**src/rtl/xop_pkg.sv**
```systemverilog
package xop_pkg;

    typedef enum logic [3:0] {
        ST_IDLE,
        ST_VEC_WP,
        ST_VEC_PC,
        ST_SAVE_EA,
        ST_SAVE_WP,
        ST_SAVE_PC,
        ST_SAVE_ST,
        ST_LOAD,
        ST_HW_WAIT,
        ST_HW_DONE
    } seq_state_t;

endpackage

```
**src/rtl/xop_access_gen.sv**
```systemverilog
module xop_access_gen
    import xop_pkg::*;
#(
    parameter int                 AW       = 16,
    parameter int                 NUM_W    = 4,
    parameter logic [AW-1:0]      VEC_BASE = 16'h0040,
    parameter int                 EA_REG   = 11,
    parameter int                 WP_REG   = 13,
    parameter int                 PC_REG   = 14,
    parameter int                 ST_REG   = 15
) (
    input  logic               clk,
    input  logic               rst_n,
    input  seq_state_t         state,
    input  logic [NUM_W-1:0]   num,
    input  logic [AW-1:0]      vec_wp,
    input  logic [AW-1:0]      save_ea,
    input  logic [AW-1:0]      save_wp,
    input  logic [AW-1:0]      save_pc,
    input  logic [AW-1:0]      save_st,
    output logic               access,
    output logic               write,
    output logic [AW-1:0]      addr,
    output logic [AW-1:0]      wdata
);
    localparam int            WORD_BYTES = 2;
    localparam int            PAD_W      = AW - NUM_W - 2;
    localparam logic [AW-1:0] OFF_EA     = AW'(WORD_BYTES * EA_REG);
    localparam logic [AW-1:0] OFF_WP     = AW'(WORD_BYTES * WP_REG);
    localparam logic [AW-1:0] OFF_PC     = AW'(WORD_BYTES * PC_REG);
    localparam logic [AW-1:0] OFF_ST     = AW'(WORD_BYTES * ST_REG);
    localparam logic [AW-1:0] OFF_WORD   = AW'(WORD_BYTES);

    logic [AW-1:0] vec_addr;

    // each vector is a word pair, so the table stride is four bytes
    assign vec_addr = VEC_BASE + {{PAD_W{1'b0}}, num, 2'b00};

    always_comb begin
        access = 1'b1;
        write  = 1'b1;
        addr   = '0;
        wdata  = '0;
        unique case (state)
            ST_VEC_WP:  begin write = 1'b0; addr = vec_addr;            end
            ST_VEC_PC:  begin write = 1'b0; addr = vec_addr + OFF_WORD; end
            ST_SAVE_EA: begin addr = vec_wp + OFF_EA; wdata = save_ea;  end
            ST_SAVE_WP: begin addr = vec_wp + OFF_WP; wdata = save_wp;  end
            ST_SAVE_PC: begin addr = vec_wp + OFF_PC; wdata = save_pc;  end
            ST_SAVE_ST: begin addr = vec_wp + OFF_ST; wdata = save_st;  end
            default:    begin access = 1'b0; write = 1'b0;              end
        endcase
    end

    // a write is only ever issued as part of a memory transaction
    assert_write_in_access_R4: assert property (@(posedge clk) disable iff (!rst_n)
        write |-> access);

    // the vector read addresses stay inside the vector table
    assert_vec_range_R3: assert property (@(posedge clk) disable iff (!rst_n)
        (access && !write) |-> (addr >= VEC_BASE));

endmodule

```
**src/rtl/xop_status_ctl.sv**
```systemverilog
module xop_status_ctl #(
    parameter int AW      = 16,
    parameter int ACT_BIT = 6
) (
    input  logic          route_bit,
    input  logic [AW-1:0] saved_st,
    output logic          hw_sel,
    output logic [AW-1:0] next_st
);
    always_comb begin
        hw_sel           = route_bit;
        next_st          = saved_st;
        next_st[ACT_BIT] = 1'b1;
    end
endmodule

```
**src/rtl/xop_trap_seq.sv**
```systemverilog
module xop_trap_seq
    import xop_pkg::*;
#(
    parameter int            AW       = 16,
    parameter int            NUM_W    = 4,
    parameter logic [AW-1:0] VEC_BASE = 16'h0040,
    parameter int            HW_BIT   = 7,
    parameter int            ACT_BIT  = 6
) (
    input  logic             clk,
    input  logic             rst_n,
    input  logic             req_valid,
    input  logic [NUM_W-1:0] req_num,
    input  logic [AW-1:0]    req_ea,
    input  logic [AW-1:0]    cur_wp,
    input  logic [AW-1:0]    cur_pc,
    input  logic [AW-1:0]    cur_st,
    output logic             mem_req,
    output logic             mem_we,
    output logic [AW-1:0]    mem_addr,
    output logic [AW-1:0]    mem_wdata,
    input  logic [AW-1:0]    mem_rdata,
    input  logic             mem_rdy,
    output logic             map_zero,
    output logic             hw_req,
    output logic [NUM_W-1:0] hw_num,
    output logic [AW-1:0]    hw_ea,
    input  logic             hw_ack,
    output logic             done,
    output logic             ctx_load,
    output logic [AW-1:0]    new_wp,
    output logic [AW-1:0]    new_pc,
    output logic [AW-1:0]    new_st
);
    typedef struct packed {
        seq_state_t       state;
        logic [NUM_W-1:0] num;
        logic [AW-1:0]    ea;
        logic [AW-1:0]    wp;
        logic [AW-1:0]    pc;
        logic [AW-1:0]    st;
        logic [AW-1:0]    vwp;
        logic [AW-1:0]    vpc;
    } seq_t;

    seq_t seq_d, seq_q;
    logic route_hw;

    xop_status_ctl #(.AW(AW), .ACT_BIT(ACT_BIT)) u_status (
        .route_bit (cur_st[HW_BIT]),
        .saved_st  (seq_q.st),
        .hw_sel    (route_hw),
        .next_st   (new_st)
    );

    xop_access_gen #(.AW(AW), .NUM_W(NUM_W), .VEC_BASE(VEC_BASE)) u_access (
        .clk     (clk),
        .rst_n   (rst_n),
        .state   (seq_q.state),
        .num     (seq_q.num),
        .vec_wp  (seq_q.vwp),
        .save_ea (seq_q.ea),
        .save_wp (seq_q.wp),
        .save_pc (seq_q.pc),
        .save_st (seq_q.st),
        .access  (mem_req),
        .write   (mem_we),
        .addr    (mem_addr),
        .wdata   (mem_wdata)
    );

    always_comb begin
        seq_d = seq_q;
        unique case (seq_q.state)
            ST_IDLE: if (req_valid) begin
                seq_d.num   = req_num;
                seq_d.ea    = req_ea;
                seq_d.wp    = cur_wp;
                seq_d.pc    = cur_pc;
                seq_d.st    = cur_st;
                seq_d.state = route_hw ? ST_HW_WAIT : ST_VEC_WP;
            end
            ST_VEC_WP: if (mem_rdy) begin
                seq_d.vwp   = mem_rdata;
                seq_d.state = ST_VEC_PC;
            end
            ST_VEC_PC: if (mem_rdy) begin
                seq_d.vpc   = mem_rdata;
                seq_d.state = ST_SAVE_EA;
            end
            ST_SAVE_EA: if (mem_rdy) seq_d.state = ST_SAVE_WP;
            ST_SAVE_WP: if (mem_rdy) seq_d.state = ST_SAVE_PC;
            ST_SAVE_PC: if (mem_rdy) seq_d.state = ST_SAVE_ST;
            ST_SAVE_ST: if (mem_rdy) seq_d.state = ST_LOAD;
            ST_HW_WAIT: if (hw_ack)  seq_d.state = ST_HW_DONE;
            default:                 seq_d.state = ST_IDLE;
        endcase
    end

    always_ff @(posedge clk) begin
        if (!rst_n) begin
            seq_q <= '0;
        end else begin
            seq_q <= seq_d;
        end
    end

    assign map_zero = (seq_q.state != ST_IDLE) && (seq_q.state != ST_HW_WAIT)
                   && (seq_q.state != ST_HW_DONE);
    assign hw_req   = (seq_q.state == ST_HW_WAIT);
    assign hw_num   = seq_q.num;
    assign hw_ea    = seq_q.ea;
    assign done     = (seq_q.state == ST_LOAD) || (seq_q.state == ST_HW_DONE);
    assign ctx_load = (seq_q.state == ST_LOAD);
    assign new_wp   = seq_q.vwp;
    assign new_pc   = seq_q.vpc;

    assert_mem_hold_R6: assert property (@(posedge clk) disable iff (!rst_n)
        (mem_req && !mem_rdy) |=> (mem_req && $stable(mem_addr) && $stable(mem_we)
                                   && $stable(mem_wdata)));

    assert_hw_hold_R2: assert property (@(posedge clk) disable iff (!rst_n)
        (hw_req && !hw_ack) |=> (hw_req && $stable(hw_num) && $stable(hw_ea)));

    assert_hw_no_mem_R2: assert property (@(posedge clk) disable iff (!rst_n)
        hw_req |-> !mem_req);

    assert_hw_done_R2: assert property (@(posedge clk) disable iff (!rst_n)
        (hw_req && hw_ack) |=> (done && !ctx_load));

    assert_map_zero_R7: assert property (@(posedge clk) disable iff (!rst_n)
        mem_req |-> map_zero);

    assert_load_flag_R5: assert property (@(posedge clk) disable iff (!rst_n)
        ctx_load |-> (done && new_st[ACT_BIT]));

    assert_done_pulse_R9: assert property (@(posedge clk) disable iff (!rst_n)
        done |=> !done);

    assert_single_path_R8: assert property (@(posedge clk) disable iff (!rst_n)
        $onehot0({mem_req, hw_req, done}));

endmodule

```
**config.mk**
```make
export PLATFORM = sky130hd
export DESIGN_NAME = xop_trap_seq
export DESIGN_NICKNAME = d
export VERILOG_FILES = /design/src/rtl/xop_pkg.sv /design/src/rtl/xop_access_gen.sv /design/src/rtl/xop_status_ctl.sv /design/src/rtl/xop_trap_seq.sv
export SDC_FILE = /design/constraint.sdc
export NUM_CORES = 1
export LEC_CHECK = 0
export ABC_AREA = 1
export CAP_MARGIN = 20
export CORE_MARGIN = 1
export CORE_UTILIZATION = 34
export DETAILED_ROUTE_END_ITERATION = 8
export DONT_BUFFER_PORTS = 1
export PLACE_DENSITY = 0.58
export SYNTH_ARGS = -nofsm -noshare
export SYNTH_HDL_FRONTEND = slang
export SYNTH_SLANG_ARGS = --single-unit
```
**constraint.sdc**
```tcl
create_clock -name clk -period 1.9 [get_ports clk]
set_input_delay 0.095 -clock clk [delete_from_list [all_inputs] [get_ports clk]]
set_output_delay 0.095 -clock clk [all_outputs]
set_load 0.02 [all_outputs]
```
Word-level counts from Yosys, hierarchy flattened

Index checks and enable logic that the tools add are counted.

Flip-flop bits (word level): 104
Input bits: 89
Output and inout bits: 106
Logic and storage cells: 58

$add $sub $neg: 6
Equal/unequal tests: 19
Mux-type cells: 14
Reductions and logical operators: 11

Operators by type and width:

| cell                  | count |
|---|---|
| $pmux 16 s6           | 1 |
| $mux 72               | 1 |
| $add 16x5->16 const B | 4 |
| $pmux 16 s4           | 1 |
| $mux 4                | 8 |
| $pmux 4 s8            | 1 |
| $add 16x2->16 const B | 1 |
| $eq 4x3->1 const B    | 4 |
| $ne 2x2->1 const B    | 7 |
| $add 7x6->8 const A   | 1 |
| $eq 4x2->1 const B    | 2 |
| $eq 4x4->1 const B    | 2 |
| $ne 4x4->1 const B    | 2 |
| $reduce_and 8->1      | 1 |
| $reduce_and 2->1      | 3 |
| $reduce_or 6->1       | 1 |
| $eq 4x1->1 const B    | 1 |
| $logic_not 4->1       | 1 |
| $reduce_bool 4->1     | 1 |
| $reduce_or 4->1       | 1 |
| $logic_and 1x1->1     | 2 |
| $mux 1                | 2 |
| $ne 2x1->1 const B    | 1 |
| $logic_or 1x1->1      | 1 |

Longest topological paths before layout

Gate-level depths: netlist of the first run.

Word-level depth: 3
Depth in mapped cells: 13
Mapped depth without buffers: 12

Modules after synthesis

From an unflattened synthesis of the first run, not the netlist that was laid out.

Cell total of the unflattened synthesis: 851
Area total of the unflattened synthesis: 6123.4 µm²

Modules (own cells, without submodules):

| module         | instances | cells each | area an instance (µm²) | sequential area each (µm²) |
|---|---|---|---|---|
| xop_trap_seq   | 1         | 560        | 4629.4                 | 2082.0 |
| xop_access_gen | 1         | 273        | 1362.6                 | 0.0 |
| xop_status_ctl | 1         | 18         | 131.4                  | 0.0 |

Worst setup path after synthesis of the first run

Ideal clock, no wire load.

Path type: register -> output
Start point: register seq_q[102] (netlist bit)
End point: output port mem_addr[10]
Arrival time: 2.183 ns
Required time: 1.805 ns
Slack: -0.378 ns
Stages on the path, launching flop included: 12
Buffers on the path: 1
Path through: dfxtp_1 -> inv_1 -> nor2_2 -> nand2_2 -> buf_6 -> ha_1 -> nand3_1 -> nand3_1 -> nand2_1 -> nor2_1 -> nor2_1 -> o21ai_0

Longest elaborated chain between the ends: 2
Elaborated cells between the ends (all ways): 7
Those cells by class: eq/ne: 6; mux: 1

RTL lines:

| item                               | line                 | text |
|---|---|---|
| start, declared                    | xop_trap_seq.sv:46   | `seq_t seq_d, seq_q;` |
| start signal, assigned             | xop_trap_seq.sv:104  | `seq_q <= seq_d;` |
| $eq 4x3->1 (tied with other cells) | xop_access_gen.sv:44 | `unique case (state)` |
| $pmux 16 s6 *                      | xop_access_gen.sv:44 |  |
| end, declared                      | xop_trap_seq.sv:20   | `output logic [AW-1:0] mem_addr,` |

Mark *: on every way between the ends. The rest lies on a longest branch, timed or not.

Worst setup path in the final report of the first run

Start point: register seq_q[102] (netlist bit)
End point: output port mem_addr[5]

The elaborated chain is that of the path after synthesis.

==> results.txt, run 1 <==
The run finished, with violations left. The final reports fail on negative setup slack. The amount of wire on met2 after detailed routing came out at 8740 µm. The vertical die dimension came out at 130 µm. The worst setup path is launched from a flop. The placed wire-length estimate after detailed placement is 12200 µm. In the final routed layout, each cell accounts on average for 18.0 µm. The clock insertion delay at the later pin of the skew report is 0.36 ns. Headroom to the max-slew limit came out at 64.5%. For this design the ratio of total power to cell area is 1260 mW/mm². The initial antenna violation count is 0.

After synthesis, the largest area contributor takes up 37.4% of total cell area. For this block, wires on met1 add up to 8210 µm. The share of the core filled with cells is 46.7%. The total global routing track utilization came out at 21.2%. In this run the tool buffered the top-level ports with 0 buffer cells. The clock sink total came out at 104.

The number of DRC markers after the initial detailed-route iteration came out at 481. At the worst endpoint, the arrival time is 2.03 ns. Summed over all layers, the global routing overflow is 0.

The overall die area is 0.0169 mm². Along the worst path, the maximum fanout reaches 4. The worst slack at placement is 0.0292 ns. The largest individual stage delay along the critical path comes from the cell sky130_fd_sc_hd__dfxtp_4.

The worst hold path belongs to the class input port to flop. Dividing the final minimum period by the clock period gives 112%. The first detailed-routing pass took 5 iterations.

The endpoint identified for the worst register-to-register timing path is seq_q[45]$_SDFFE_PN0P_. The proportion of layout cells with a drive suffix above 1 came out at 20.8%. The highest layer touched by signal routing is met4. A synthesized cell averages 7.08 µm². The synthesis-stage register bit count is 104. The post-layout instance area came out at 0.00745 mm². The clock tree synthesis step divided the H-tree into 3 levels.

The start of the worst register-to-register path is seq_q[102]$_SDFFE_PN0P_. After detailed routing, the number of remaining DRC violations is 0. The count of distinct cell types in the synthesized netlist is 33. The switching part of the total came out at 45.5%.

The critical path endpoint category is an output pin. The number of pins exceeding their max-slew limit in the final report is 0. The largest net degree at the start of global routing came out at 132. The proportion of power drawn by combinational gates is 41.2%.

In this run the clock root is driven by a sky130_fd_sc_hd__clkbuf_16. The critical path is of the flop to output pin type. The relative area change from synthesis to final layout came out at 33.7%. The final weighted congestion in routability-driven placement came out at 0.874. Leaving out fill and tap cells, the most frequent cell in the layout is sky130_fd_sc_hd__a21oi_1. The cell-internal power came out at 5140 µW. The length in cells of the worst reg-to-reg path came out at 8. The die is 130 µm wide. The post-layout net count is 927. The cell type with the largest total area after synthesis is sky130_fd_sc_hd__dfxtp_1. 0 antenna diodes ended up in the layout. Setup repair after global routing could not meet its margin everywhere. The timing-limited maximum frequency came out at 471 MHz. The total clock buffers created by CTS is 9. The top-level I/O count is 195. The Yosys warning count is 0. After detailed routing, the number of vias per cell comes to 5.21.

The placeable core region came out at 0.0159 mm². The worst path required time is 1.80 ns. The final routed wirelength across all metal layers came out at 19000 µm. The cell area after placement is 0.00546 mm². After layout, the minimum clock period comes to 2.12 ns. Following the worst setup path forward leads to its endpoint at mem_addr[5]. The synthesized instance count came out at 787. On the final layout, the worst hold slack is 0.0248 ns. The post-synthesis cell area is 0.00557 mm². Summed over all nets, the switching power comes to 4290 µW. The post-detailed-route count of antenna-violating nets is 0.

The total of endpoints with negative setup slack in the final report came out at 15. Max-cap violations in this run came to 0. The number of cells on the worst hold path is 3. The power consumption is 9420 µW. The routed via count is 5489. Setup slack on the critical path of the routed design comes to -0.223 ns. The register-to-register path setup slack is 0.05 ns.

The launching instance or port of the critical path is seq_q[102]$_SDFFE_PN0P_. The clock arrives with 0.00819 ns of skew. The standard-cell row count came out at 46. The highest cell delay on the worst timing path came out at 0.37 ns. Traced cell by cell, the critical path runs through inv_2 -> nor2_4 -> nand2_4 -> fa_2 -> nand2_4 -> buf_4 -> nand3_1 -> nand3_2 -> o211ai_1 -> buf_4.

The leakage power total is 0.00285 µW. The via count of the first global-routing pass came out at 4829. The sequential share of power came out at 39.4%. TritonCTS built the clock tree. The maximum VDD drop came out at 524 µV. The number of nets produced by synthesis came out at 880. The transition at the pin with the smallest max-transition slack is 0.531 ns. The final number of hold-violating endpoints is 0. The amount of wire on met3 after detailed routing came out at 1440 µm. In the post-synthesis netlist, the biggest area contributors are sky130_fd_sc_hd__dfxtp_1 (37%), sky130_fd_sc_hd__a21oi_1 (9.8%), sky130_fd_sc_hd__buf_4 (9.6%), sky130_fd_sc_hd__nand2_1 (7.9%), sky130_fd_sc_hd__o21ai_0 (7.7%). The clock share of power came out at 19.4%. The sequential cell area fraction in the yosys report came out at 37.4%. The first global-routing pass estimated 26900 µm of wire. No sink is reached through more buffers than the 2 on the longest clock path. The top cell types in the final layout, fill and taps aside, are sky130_fd_sc_hd__a21oi_1 (107), sky130_fd_sc_hd__dfxtp_1 (98), sky130_fd_sc_hd__nand2_1 (96), sky130_fd_sc_hd__inv_1 (96), sky130_fd_sc_hd__dlygate4sd3_1 (85).

Once the floorplan was initialized, standard cells occupied 34.9% of the core. The clock transition time at the flip-flop clock pins of the worst setup and hold paths is 0.08 ns.
-- power by group through the flow --
stage               clock [µW]  sequential [µW]  combinational [µW]
global placement             0             3710                2790
global route              1950             3780                4200
detailed placement           0             3730                2820
CTS                       1870             3700                3410
finish                    1830             3710                3880
floorplan                    0             3170                3060
-- cells in the mapped netlist (all sizes together) --
cell / instances
a21oi: 109
buf: 87
clkbuf: 19
clkinv: 2
conb: 1
dfxtp: 104
fa: 1
ha: 3
inv: 105
nand2: 123
nand3: 57
nand3b: 1
nand4: 5
nor2: 37
nor3: 1
o2111ai: 16
o211ai: 5
o21a: 1
o21ai: 105
o221ai: 3
o22ai: 1
or2: 1
-- how the worst min path moves through the flow --
stage                               to  slack (ns)         start
2_1_floorplan   new_pc[0]$_SDFFE_PN0P_        0.26  mem_rdata[0]
4_1_cts        seq_q[103]$_SDFFE_PN0P_        0.01     cur_st[7]
6_report       seq_q[103]$_SDFFE_PN0P_        0.02     cur_st[7]
3_3_place_gp   seq_q[102]$_SDFFE_PN0P_        0.23         rst_n
5_1_grt        seq_q[103]$_SDFFE_PN0P_        0.03     cur_st[7]
3_5_place_dp   seq_q[102]$_SDFFE_PN0P_        0.24         rst_n
-- worst max-delay path: cells and delay by family, from the launching register on --
kind / cells / cell delay, ns
buf+inv: 3 / 0.34
simple gates: 5 / 0.49
flops: 1 / 0.37
compound gates: 1 / 0.08
fa+ha+maj: 1 / 0.37
-- sequential cells by signal, indices dropped and copies added (netlist names) --
name and count:
seq_q 52, hw_ea 16, new_pc 16, new_wp 16, hw_num 4
-- cell families (layout without fill, tap and decap cells) --
family	after synthesis	in the layout	share of synthesized area (%)
adders and majority gates	4	4	1.03
AOI/OAI and AO/OA	240	241	23.2
DFF	104	104	37.4
buffers and inverters	213	263	20.3
and+or+nand+nor	225	225	18.0
other	1	1	0.0673
-- timing repair --
item                                   in CTS  in global routing
endpoints found under the hold margin     103                  0
setup endpoints to repair                  34                 67
hold buffers                               86                  0
pin swaps                                  17                 20
gates resized for setup                    77                 63
cloned                                      1                  2
buffers inserted                           13                  3
-- area by class of cell --
| cell class | instances | area (µm²) |
|---|---|---|
| Inverter | 107 | 417 |
| Clock inverter | 6 | 51.3 |
| Timing Repair inverter | 1 | 8.76 |
| Timing Repair Buffer | 140 | 1360 |
| Clock buffer | 9 | 225 |
| Fill cell | 1576 | 8490 |
| Tap cell | 216 | 270 |
| Sequential cell | 104 | 2100 |
| Multi-Input combinational cell | 471 | 3020 |
-- per-stage QoR --
step            TNS, ns  instances
2_1_floorplan  -0.00309        787
3_3_place_gp          0        934
3_5_place_dp          0        934
4_1_cts           -1.65       1049
5_1_grt           -3.64       1054
6_report          -2.05       1054
-- routing by layer --
| layer | vias up | track usage, % |
|---|---|---|
| met5 | - | 0 |
| met4 | 0 | 9.71 |
| met3 | 44 | 5.78 |
| met2 | 236 | 31.9 |
| met1 | 2576 | 28.1 |
| li1 | 2633 | - |
Power figures use the tool's default switching activity.
==> run 2, diff against run 1 <==
- CORE_ASPECT_RATIO: not set -> 2
- SYNTH_HIERARCHICAL: not set -> 1
==> run 2 against run 1 <==
Compared with the run above: the run ends with negative hold slack, negative setup slack left; via count is 4.7% higher; design area decreased by 0.64%; die area is 9.9% higher; largest cell class unchanged; non-clock buffer count shrank 18; largest power group unchanged; register-to-register slack gained 0.28 ns; synthesized area grew 9.9%; worst setup slack got worse by 0.040 ns; cell count is 3.6% higher; combinational power up 1%; global-route usage up 0.81 points.
==> results.txt, run 2 <==
The relative area change from synthesis to final layout came out at 20.9% (was 33.7%). The clock root buffer was sky130_fd_sc_hd__clkbuf_16 (unchanged). The clock transition time at the flip-flop clock pins of the worst setup and hold paths is 0.08 ns (about the same). The async set or reset register ratio after synthesis came out at 0% (unchanged).

The routed via count came out at 5748 (was 5489). The amount of wire on met3 after detailed routing is 1100 µm (was 1440 µm). The total of endpoints with negative setup slack in the final report came out at 14 (was 15). The proportion of layout cells with a drive suffix above 1 came out at 23.5% (was 20.8%). The leading register cell type out of synthesis is sky130_fd_sc_hd__dfxtp_1 (unchanged).

The synthesis-stage register bit count is 104 (unchanged). Violated checks: negative hold slack, negative setup slack (was negative setup slack). The initial antenna violation count is 1 (was 0). The leading cell type in the layout, fill and taps excluded is sky130_fd_sc_hd__nand2_1 (was sky130_fd_sc_hd__a21oi_1). The flip-flop count of the largest register after layout is 52 (unchanged). The top-level I/O count is 195 (unchanged). The depth of the CTS H-tree is 3 (unchanged). The number of pins exceeding their max-slew limit in the final report is 0 (unchanged).

The post-detailed-route count of antenna-violating nets is 0 (unchanged). The cell area after placement came out at 0.00595 mm² (was 0.00546 mm²). The via count normalized by instance count was 5.26 (was 5.21). The number of nets produced by synthesis is 944 (was 880). The type of origin of the critical path is a flop (unchanged).

The power density normalized to cell area was 1240 mW/mm² (was 1260 mW/mm²). Status: complete, but fails checks (unchanged). The register with the highest flop count is seq_q (unchanged).

The count of buffers inserted at the top-level ports came out at 0 (unchanged). The first-pass iteration count of the detailed router is 4 (was 5). The critical path endpoint category was an output pin (unchanged). The fraction of post-synthesis cell area in the top cell type by area is 34.0% (was 37.4%).

The final hold slack was -0.0843 ns (was 0.0248 ns). The tightest slew margin relative to the limit came out at 35.7% (was 64.5%). The worst slack at placement came to 0.0539 ns (was 0.0292 ns). The minimum setup slack in the final design is -0.262 ns (was -0.223 ns). The largest net degree at the start of global routing came out at 73 (was 132). The highest metal layer with signal wires is met4 (unchanged). The clock tree from TritonCTS is done (unchanged). The clock insertion delay at the later pin of the skew report is 0.36 ns (about the same).

The average detailed-routed wire length per instance came out at 19.0 µm (was 18.0 µm). The DRC violation count after routing is 0 (unchanged). The number of enable-type register cells in the synthesized netlist came to 0 (unchanged).

The final weighted congestion in routability-driven placement came out at 0.936 (was 0.874). The final number of hold-violating endpoints came out at 37 (was 0). The count of max-cap constraint violations came out at 0 (unchanged). The count of distinct cell types in the synthesized netlist is 39 (was 33). The number of DRC markers after the initial detailed-route iteration came out at 249 (was 481). The placeable core region came to 0.0177 mm² (was 0.0159 mm²). The leakage power total came out at 0.00278 µW (was 0.00285 µW). The final clock period utilization by the worst path is 114% (was 112%). The global-route congestion overflow total came out at 0 (unchanged). Unrepaired setup endpoints after global routing: true (unchanged).

The initial core utilization is 34.6% (was 34.9%). The shortest clock period the worst path allows after layout came out at 2.16 ns (was 2.12 ns). The post-synthesis cell area is 0.00612 mm² (was 0.00557 mm²).

The maximum fanout along the worst path came out at 4 (unchanged). The synthesized instance count is 851 (was 787). The total clock buffers created by CTS was 9 (unchanged). The power consumption came out at 9180 µW (was 9420 µW).

The die outline width is 96.9 µm (was 130 µm). Most frequent cells after synthesis: sky130_fd_sc_hd__nand2_1 (175), sky130_fd_sc_hd__dfxtp_1 (104), sky130_fd_sc_hd__nand3_1 (102) (was sky130_fd_sc_hd__nand2_1 (117), sky130_fd_sc_hd__a21oi_1 (109), sky130_fd_sc_hd__dfxtp_1 (104)). The summed negative setup slack over all endpoints came to -2.36 ns (was -2.05 ns).

The maximum buffer depth of the clock tree came out at 2 (unchanged). The post-layout instance area was 0.00740 mm² (was 0.00745 mm²). Synth area leaders: sky130_fd_sc_hd__dfxtp_1 (34%), sky130_fd_sc_hd__nand2_1 (11%), sky130_fd_sc_hd__buf_4 (9.2%), sky130_fd_sc_hd__nand3_1 (8.3%), sky130_fd_sc_hd__nor2_1 (5.4%) (was sky130_fd_sc_hd__dfxtp_1 (37%), sky130_fd_sc_hd__a21oi_1 (9.8%), sky130_fd_sc_hd__buf_4 (9.6%), sky130_fd_sc_hd__nand2_1 (7.9%), sky130_fd_sc_hd__o21ai_0 (7.7%)).

The register-to-register path setup slack is 0.33 ns (was 0.05 ns). The sequential cell area fraction in the yosys report came out at 34.0% (was 37.4%). The transition at the pin with the smallest max-transition slack is 0.962 ns (was 0.531 ns). The vertical die dimension is 192 µm (was 130 µm). The category of the critical setup timing path was flop to output pin (unchanged).

The arrival time at the worst endpoint is 2.07 ns (was 2.03 ns). The global-route wire length before repair was 31200 µm (was 26900 µm). The synthesized area per cell is 7.20 µm² (was 7.08 µm²). The total global routing track utilization is 22.0% (was 21.2%). The timing-limited maximum frequency is 462 MHz (was 471 MHz). The via count of the first global-routing pass came out at 5700 (was 4829). The final worst clock skew came out at 0.00948 ns (was 0.00819 ns). The worst path required time is 1.80 ns (about the same). The classification of the worst-slack hold path is input port to flop (unchanged). The cell type with the largest total area after synthesis is sky130_fd_sc_hd__dfxtp_1 (unchanged). The standard-cell row count came out at 69 (was 46). The overall die area is 0.0186 mm² (was 0.0169 mm²).

The post-layout net count is 966 (was 927). The placed wire-length estimate after detailed placement came to 15000 µm (was 12200 µm). The clock sink total is 104 (unchanged). The amount of wire on met2 after detailed routing is 11700 µm (was 8740 µm). Commonest cells after routing, fill and taps aside: sky130_fd_sc_hd__nand2_1 (157), sky130_fd_sc_hd__dfxtp_1 (99), sky130_fd_sc_hd__nor2_1 (86) (was sky130_fd_sc_hd__a21oi_1 (107), sky130_fd_sc_hd__dfxtp_1 (98), sky130_fd_sc_hd__nand2_1 (96), sky130_fd_sc_hd__inv_1 (96), sky130_fd_sc_hd__dlygate4sd3_1 (85)). The number of hold-repair buffers added at the cts stage was 85 (was 86). The Yosys warning count is 6 (was 0).

The post-route met1 wirelength is 6910 µm (was 8210 µm). The cell with the most instances after synthesis was sky130_fd_sc_hd__nand2_1 (unchanged). The final routed wirelength across all metal layers is 20800 µm (was 19000 µm).

The maximum VDD drop came out at 600 µV (was 524 µV).
[run 2: logic make-up after synthesis]
group	count (synthesis)	synth area share (%)
AND/OR/NAND/NOR	454	36.1
buffers and inverters	159	16.7
AO/OA/AOI/OAI	129	12.2
flip-flops	104	34.0
adder cells (fa/ha/maj)	4	0.940
other	1	0.0612
[run 2: what timing repair did]
item | 4_1_cts | 5_1_grt
endpoints found under the hold margin | 103 | 64
setup endpoints to repair | 34 | 34
resized for setup | 29 | 30
pin swaps | 22 | 24
buffers inserted | 1 | 1
cloned | 1 | 1
[run 2: worst paths after layout]
check | from | end | depth (start not counted)
max | seq_q[102]$_SDFFE_PN0P_ | mem_addr[14] | 14
min | req_valid | seq_q[46]$_SDFFE_PN0P_ | 2
max reg2reg | seq_q[100]$_SDFFE_PN0P_ | seq_q[101]$_SDFFE_PN0P_ | 9
min reg2reg | seq_q[72]$_SDFFE_PN0P_ | seq_q[72]$_SDFFE_PN0P_ | 2
[run 2: final cells by class]
type | count | area (µm²)
tap | 213 | 267
clock inverter | 7 | 72.6
sequential | 104 | 2100
fill | 1821 | 10300
clock buffer | 9 | 225
inverter | 46 | 198
multi-input combinational | 588 | 3330
timing repair inverter | 2 | 16.3
timing repair buffer | 122 | 1190
antenna | 1 | 2.50
[run 2: per-layer routing]
metal	track usage, %	vias to the layer above
met2	43.9	216
met3	4.91	52
met5	0	-
li1	-	2787
met1	19.7	2693
met4	12.9	0
[run 2: critical path, cell delays in order, from the launching register on]
cell and delay [ns]:
sky130_fd_sc_hd__dfxtp_4 0.35, sky130_fd_sc_hd__inv_2 0.04, sky130_fd_sc_hd__nor2_4 0.12, sky130_fd_sc_hd__nand2_4 0.08, sky130_fd_sc_hd__nor2_4 0.16, sky130_fd_sc_hd__inv_4 0.04, sky130_fd_sc_hd__ha_4 0.28, sky130_fd_sc_hd__nand2_2 0.05
sky130_fd_sc_hd__inv_2 0.07, sky130_fd_sc_hd__nand3_4 0.08, sky130_fd_sc_hd__nand3_4 0.10, sky130_fd_sc_hd__nand2_1 0.06, sky130_fd_sc_hd__nand2_1 0.08, sky130_fd_sc_hd__nand3_2 0.08, sky130_fd_sc_hd__nand2_4 0.11
[run 2: metrics by stage]
stage	cells	hold slack (ns)	util, %
after floorplan	851	0.243	-
after global placement	986	0.218	33.6
after detailed placement	986	0.223	33.6
after CTS	1089	-0.111	40.9
after global routing	1092	-0.0925	41.8
final	1092	-0.0843	41.8
[run 2: where the power goes]
group          switching (µW)  internal (µW)  total, µW
combinational            2570           1350       3920
sequential                719           2660       3380
clock                     946            932       1880
total                    4230           4940       9180
==> run 3, diff against run 2 <==
- CORE_UTILIZATION: 34 -> 54
- PLACE_DENSITY: 0.58 -> 0.8
- SLEW_MARGIN: not set -> 20
- TNS_END_PERCENT: not set -> 10
==> run 3 against run 2 <==
Compared with the run above: register-to-register slack got worse by 0.29 ns; highest routed layer unchanged; clock-buffer cell count unchanged; critical path depth unchanged; critical endpoint is now mem_addr[13]; sequential share of layout area decreased by 0.14 points; utilization increased by 26 points; global-route usage increased by 13 points; the run ends with negative setup slack left; design area increased by 0.39%; largest power group unchanged; clock skew increased by 0.0035 ns; clock power about the same; non-clock buffer count increased by 23; die area decreased by 37%.
==> results.txt, run 3 (same netlist as run 2, synthesis figures left out) <==
The classification of the worst-slack hold path is input port to flop (unchanged). The minimum setup slack in the final design came out at -0.227 ns (was -0.262 ns). The flip-flop count of the largest register after layout came out at 52 (unchanged). Unrepaired setup endpoints after global routing: true (unchanged).

The timing-limited maximum frequency is 470 MHz (was 462 MHz). The standard-cell row count came to 54 (was 69). The maximum fanout along the worst path is 4 (unchanged). The net switching power figure is 4320 µW (was 4230 µW). CP cell instances: inv_2 -> nor2_4 -> nand2_4 -> nor2_4 -> fa_2 -> inv_2 -> nand2_4 -> nand2_4 -> nand2_4 -> nor2_2 -> nand2_1 -> nand3_1 -> o21ai_1 -> buf_4 (was inv_2 -> nor2_4 -> nand2_4 -> nor2_4 -> inv_4 -> ha_4 -> nand2_2 -> inv_2 -> nand3_4 -> nand3_4 -> nand2_1 -> nand2_1 -> nand3_2 -> nand2_4). The transition at the pin with the smallest max-transition slack was 0.975 ns (was 0.962 ns). The summed negative setup slack over all endpoints came out at -2.72 ns (was -2.36 ns).

The average detailed-routed wire length per instance is 20.4 µm (was 19.0 µm). The tightest slew margin relative to the limit is 35.0% (was 35.7%). The count of buffers inserted at the top-level ports is 0 (unchanged).

The critical path endpoint category is an output pin (unchanged). The relative area change from synthesis to final layout came to 21.4% (was 20.9%). The sequential share of power was 36.7% (was 36.8%). The top-level I/O count came out at 195 (unchanged).

The via count of the first global-routing pass is 6001 (was 5700). The depth of the CTS H-tree was 3 (unchanged). By instance count, the cell type seen most on the critical path is sky130_fd_sc_hd__nand2_4. The global-route congestion overflow total is 0 (unchanged).

The final clock period utilization by the worst path came out at 112% (was 114%). The maximum VDD drop was 853 µV (was 600 µV). The shortest clock period the worst path allows after layout came out at 2.13 ns (was 2.16 ns). The largest net degree at the start of global routing was 69 (was 73).

The routed via count is 6156 (was 5748). The proportion of power drawn by combinational gates came out at 43.1% (was 42.7%). The clock insertion delay at the later pin of the skew report is 0.35 ns (was 0.36 ns). The arrival time at the worst endpoint came to 2.03 ns (was 2.07 ns). The number of DRC markers after the initial detailed-route iteration is 429 (was 249). The cell-internal power was 4980 µW (was 4940 µW). The vertical die dimension is 153 µm (was 192 µm). The category of the critical setup timing path is flop to output pin (unchanged). The share of the core filled with cells came out at 67.9% (was 41.8%).

The clock transition time at the flip-flop clock pins of the worst setup and hold paths came out at 0.07 ns (was 0.08 ns). The die outline width is 77.3 µm (was 96.9 µm). The first-pass iteration count of the detailed router came out at 5 (was 4).

The number of pins exceeding their max-slew limit in the final report came to 0 (unchanged). The highest cell delay on the worst timing path was 0.35 ns (about the same). The via count normalized by instance count is 5.91 (was 5.26). The maximum buffer depth of the clock tree came out at 2 (unchanged).

The clock share of power came to 20.2% (was 20.5%). The final weighted congestion in routability-driven placement is 1.06 (was 0.936). The type of origin of the critical path is a flop (unchanged).

The final worst clock skew is 0.0130 ns (was 0.00948 ns). The total global routing track utilization came to 35.0% (was 22.0%). Status: complete, but fails checks (unchanged). The post-layout net count is 987 (was 966). The leading cell type in the layout, fill and taps excluded is sky130_fd_sc_hd__nand2_1 (unchanged). Violated checks: negative setup slack (was negative hold slack, negative setup slack).

The total of endpoints with negative setup slack in the final report is 30 (was 14). The initial core utilization is 55.9% (was 34.6%). The clock root buffer is sky130_fd_sc_hd__clkbuf_16 (unchanged). The switching part of the total is 46.5% (was 46.1%). The power density normalized to cell area came to 1250 mW/mm² (was 1240 mW/mm²). The final routed wirelength across all metal layers came to 21200 µm (was 20800 µm).

The placeable core region was 0.0109 mm² (was 0.0177 mm²). The leakage power total is 0.00287 µW (was 0.00278 µW). The global-route wire length before repair came out at 31600 µm (was 31200 µm). Commonest cells after routing, fill and taps aside: sky130_fd_sc_hd__nand2_1 (162), sky130_fd_sc_hd__dlygate4sd3_1 (102), sky130_fd_sc_hd__dfxtp_1 (97) (was sky130_fd_sc_hd__nand2_1 (157), sky130_fd_sc_hd__dfxtp_1 (99), sky130_fd_sc_hd__nor2_1 (86)).

The final number of hold-violating endpoints came out at 0 (was 37). The initial antenna violation count is 2 (was 1). The overall die area is 0.0118 mm² (was 0.0186 mm²).

The worst path required time is 1.80 ns (about the same). The placed wire-length estimate after detailed placement was 13300 µm (was 15000 µm). The clock tree from TritonCTS is done (unchanged).

The register with the highest flop count is seq_q (unchanged). The post-detailed-route count of antenna-violating nets came out at 0 (unchanged). The proportion of layout cells with a drive suffix above 1 came to 22.4% (was 23.5%). The count of max-cap constraint violations is 0 (unchanged). The fill cell total of the finished layout is 856 (was 1821).

The DRC violation count after routing came out at 0 (unchanged). The clock sink total is 104 (unchanged). The total clock buffers created by CTS is 9 (unchanged). The critical path's slowest cell is sky130_fd_sc_hd__dfxtp_4 (unchanged).
-- run 3: cell types whose count changed in the layout (fill, tap and decap cells not counted), moves of 4 or more --
cell and delta:
sky130_fd_sc_hd__dlygate4sd3_1 +17, sky130_fd_sc_hd__nand3_1 +7, sky130_fd_sc_hd__nand2_1 +5, sky130_fd_sc_hd__nand3_2 -5, sky130_fd_sc_hd__dfxtp_2 +4, sky130_fd_sc_hd__buf_4 +6, sky130_fd_sc_hd__nand2_2 -7
-- run 3: timing repair --
| action | CTS | global route |
|---|---|---|
| pin swaps | 15 | 12 |
| hold buffers | 105 | 0 |
| endpoints found under the setup margin | 30 | 86 |
| resized for setup | 27 | 28 |
| endpoints found under the hold margin | 103 | 0 |
| setup buffers | 2 | 3 |
-- run 3: routing by layer --
layer / up-vias / GRT usage (%) / routed length, µm
met5: - / 0 / 0
met4: 0 / 26.1 / 1610
met3: 93 / 7.66 / 1580
met2: 355 / 64.3 / 11200
met1: 2883 / 32.7 / 6800
li1: 2825 / - / -
-- run 3: cell type report --
cell class	count	area, µm²	share of cell area (%)
sequential	104	2090	28.2
antenna	2	5.00	0.0674
tap	140	175	2.36
clock inverter	7	85.1	1.14
clock buffer	9	225	3.03
timing repair buffer	145	1400	18.8
inverter	46	195	2.63
multi-input combinational	588	3260	43.8
-- run 3: power groups by stage --
stage,registers (µW),clock network [µW],logic (µW)
after floorplan,3030,0,3480
after CTS,3380,1910,3750
after global routing,3460,1980,4300
after detailed placement,3430,0,3330
final,3420,1880,4010
after global placement,3420,0,3290
-- run 3: metrics by stage --
stage	hold WS, ns	setup WS (ns)	total power (µW)	instance area [µm²]	cells
2_1_floorplan	0.243	-0.109	6520	6180	851
3_3_place_gp	0.230	0.0669	6710	5810	913
3_5_place_dp	0.227	0.0306	6760	5810	913
4_1_cts	0.000361	-0.200	9040	7300	1036
5_1_grt	0.0354	-0.301	9740	7430	1041
6_report	0.0290	-0.227	9310	7430	1041
-- run 3: worst paths after layout --
| kind | from | end | slack, ns | cells past startpoint |
|---|---|---|---|---|
| setup / recovery | seq_q[102]$_SDFFE_PN0P_ | mem_addr[13] | -0.23 | 14 |
| hold / removal | mem_rdata[1] | new_wp[1]$_SDFFE_PN0P_ | 0.03 | 2 |
| hold reg to reg | seq_q[58]$_SDFFE_PN0P_ | seq_q[58]$_SDFFE_PN0P_ | 0.47 | 2 |
| setup reg to reg | seq_q[103]$_SDFFE_PN0P_ | seq_q[34]$_SDFFE_PN0P_ | 0.04 | 7 |
-- run 3: worst max-delay path, delay by kind of cell (launching register included) --
| family | cells | cell delay, ns |
|---|---|---|
| compound gates | 1 | 0.07 |
| fa+ha+maj | 1 | 0.33 |
| buf+inv | 3 | 0.30 |
| flops | 1 | 0.35 |
| simple gates | 9 | 0.65 |
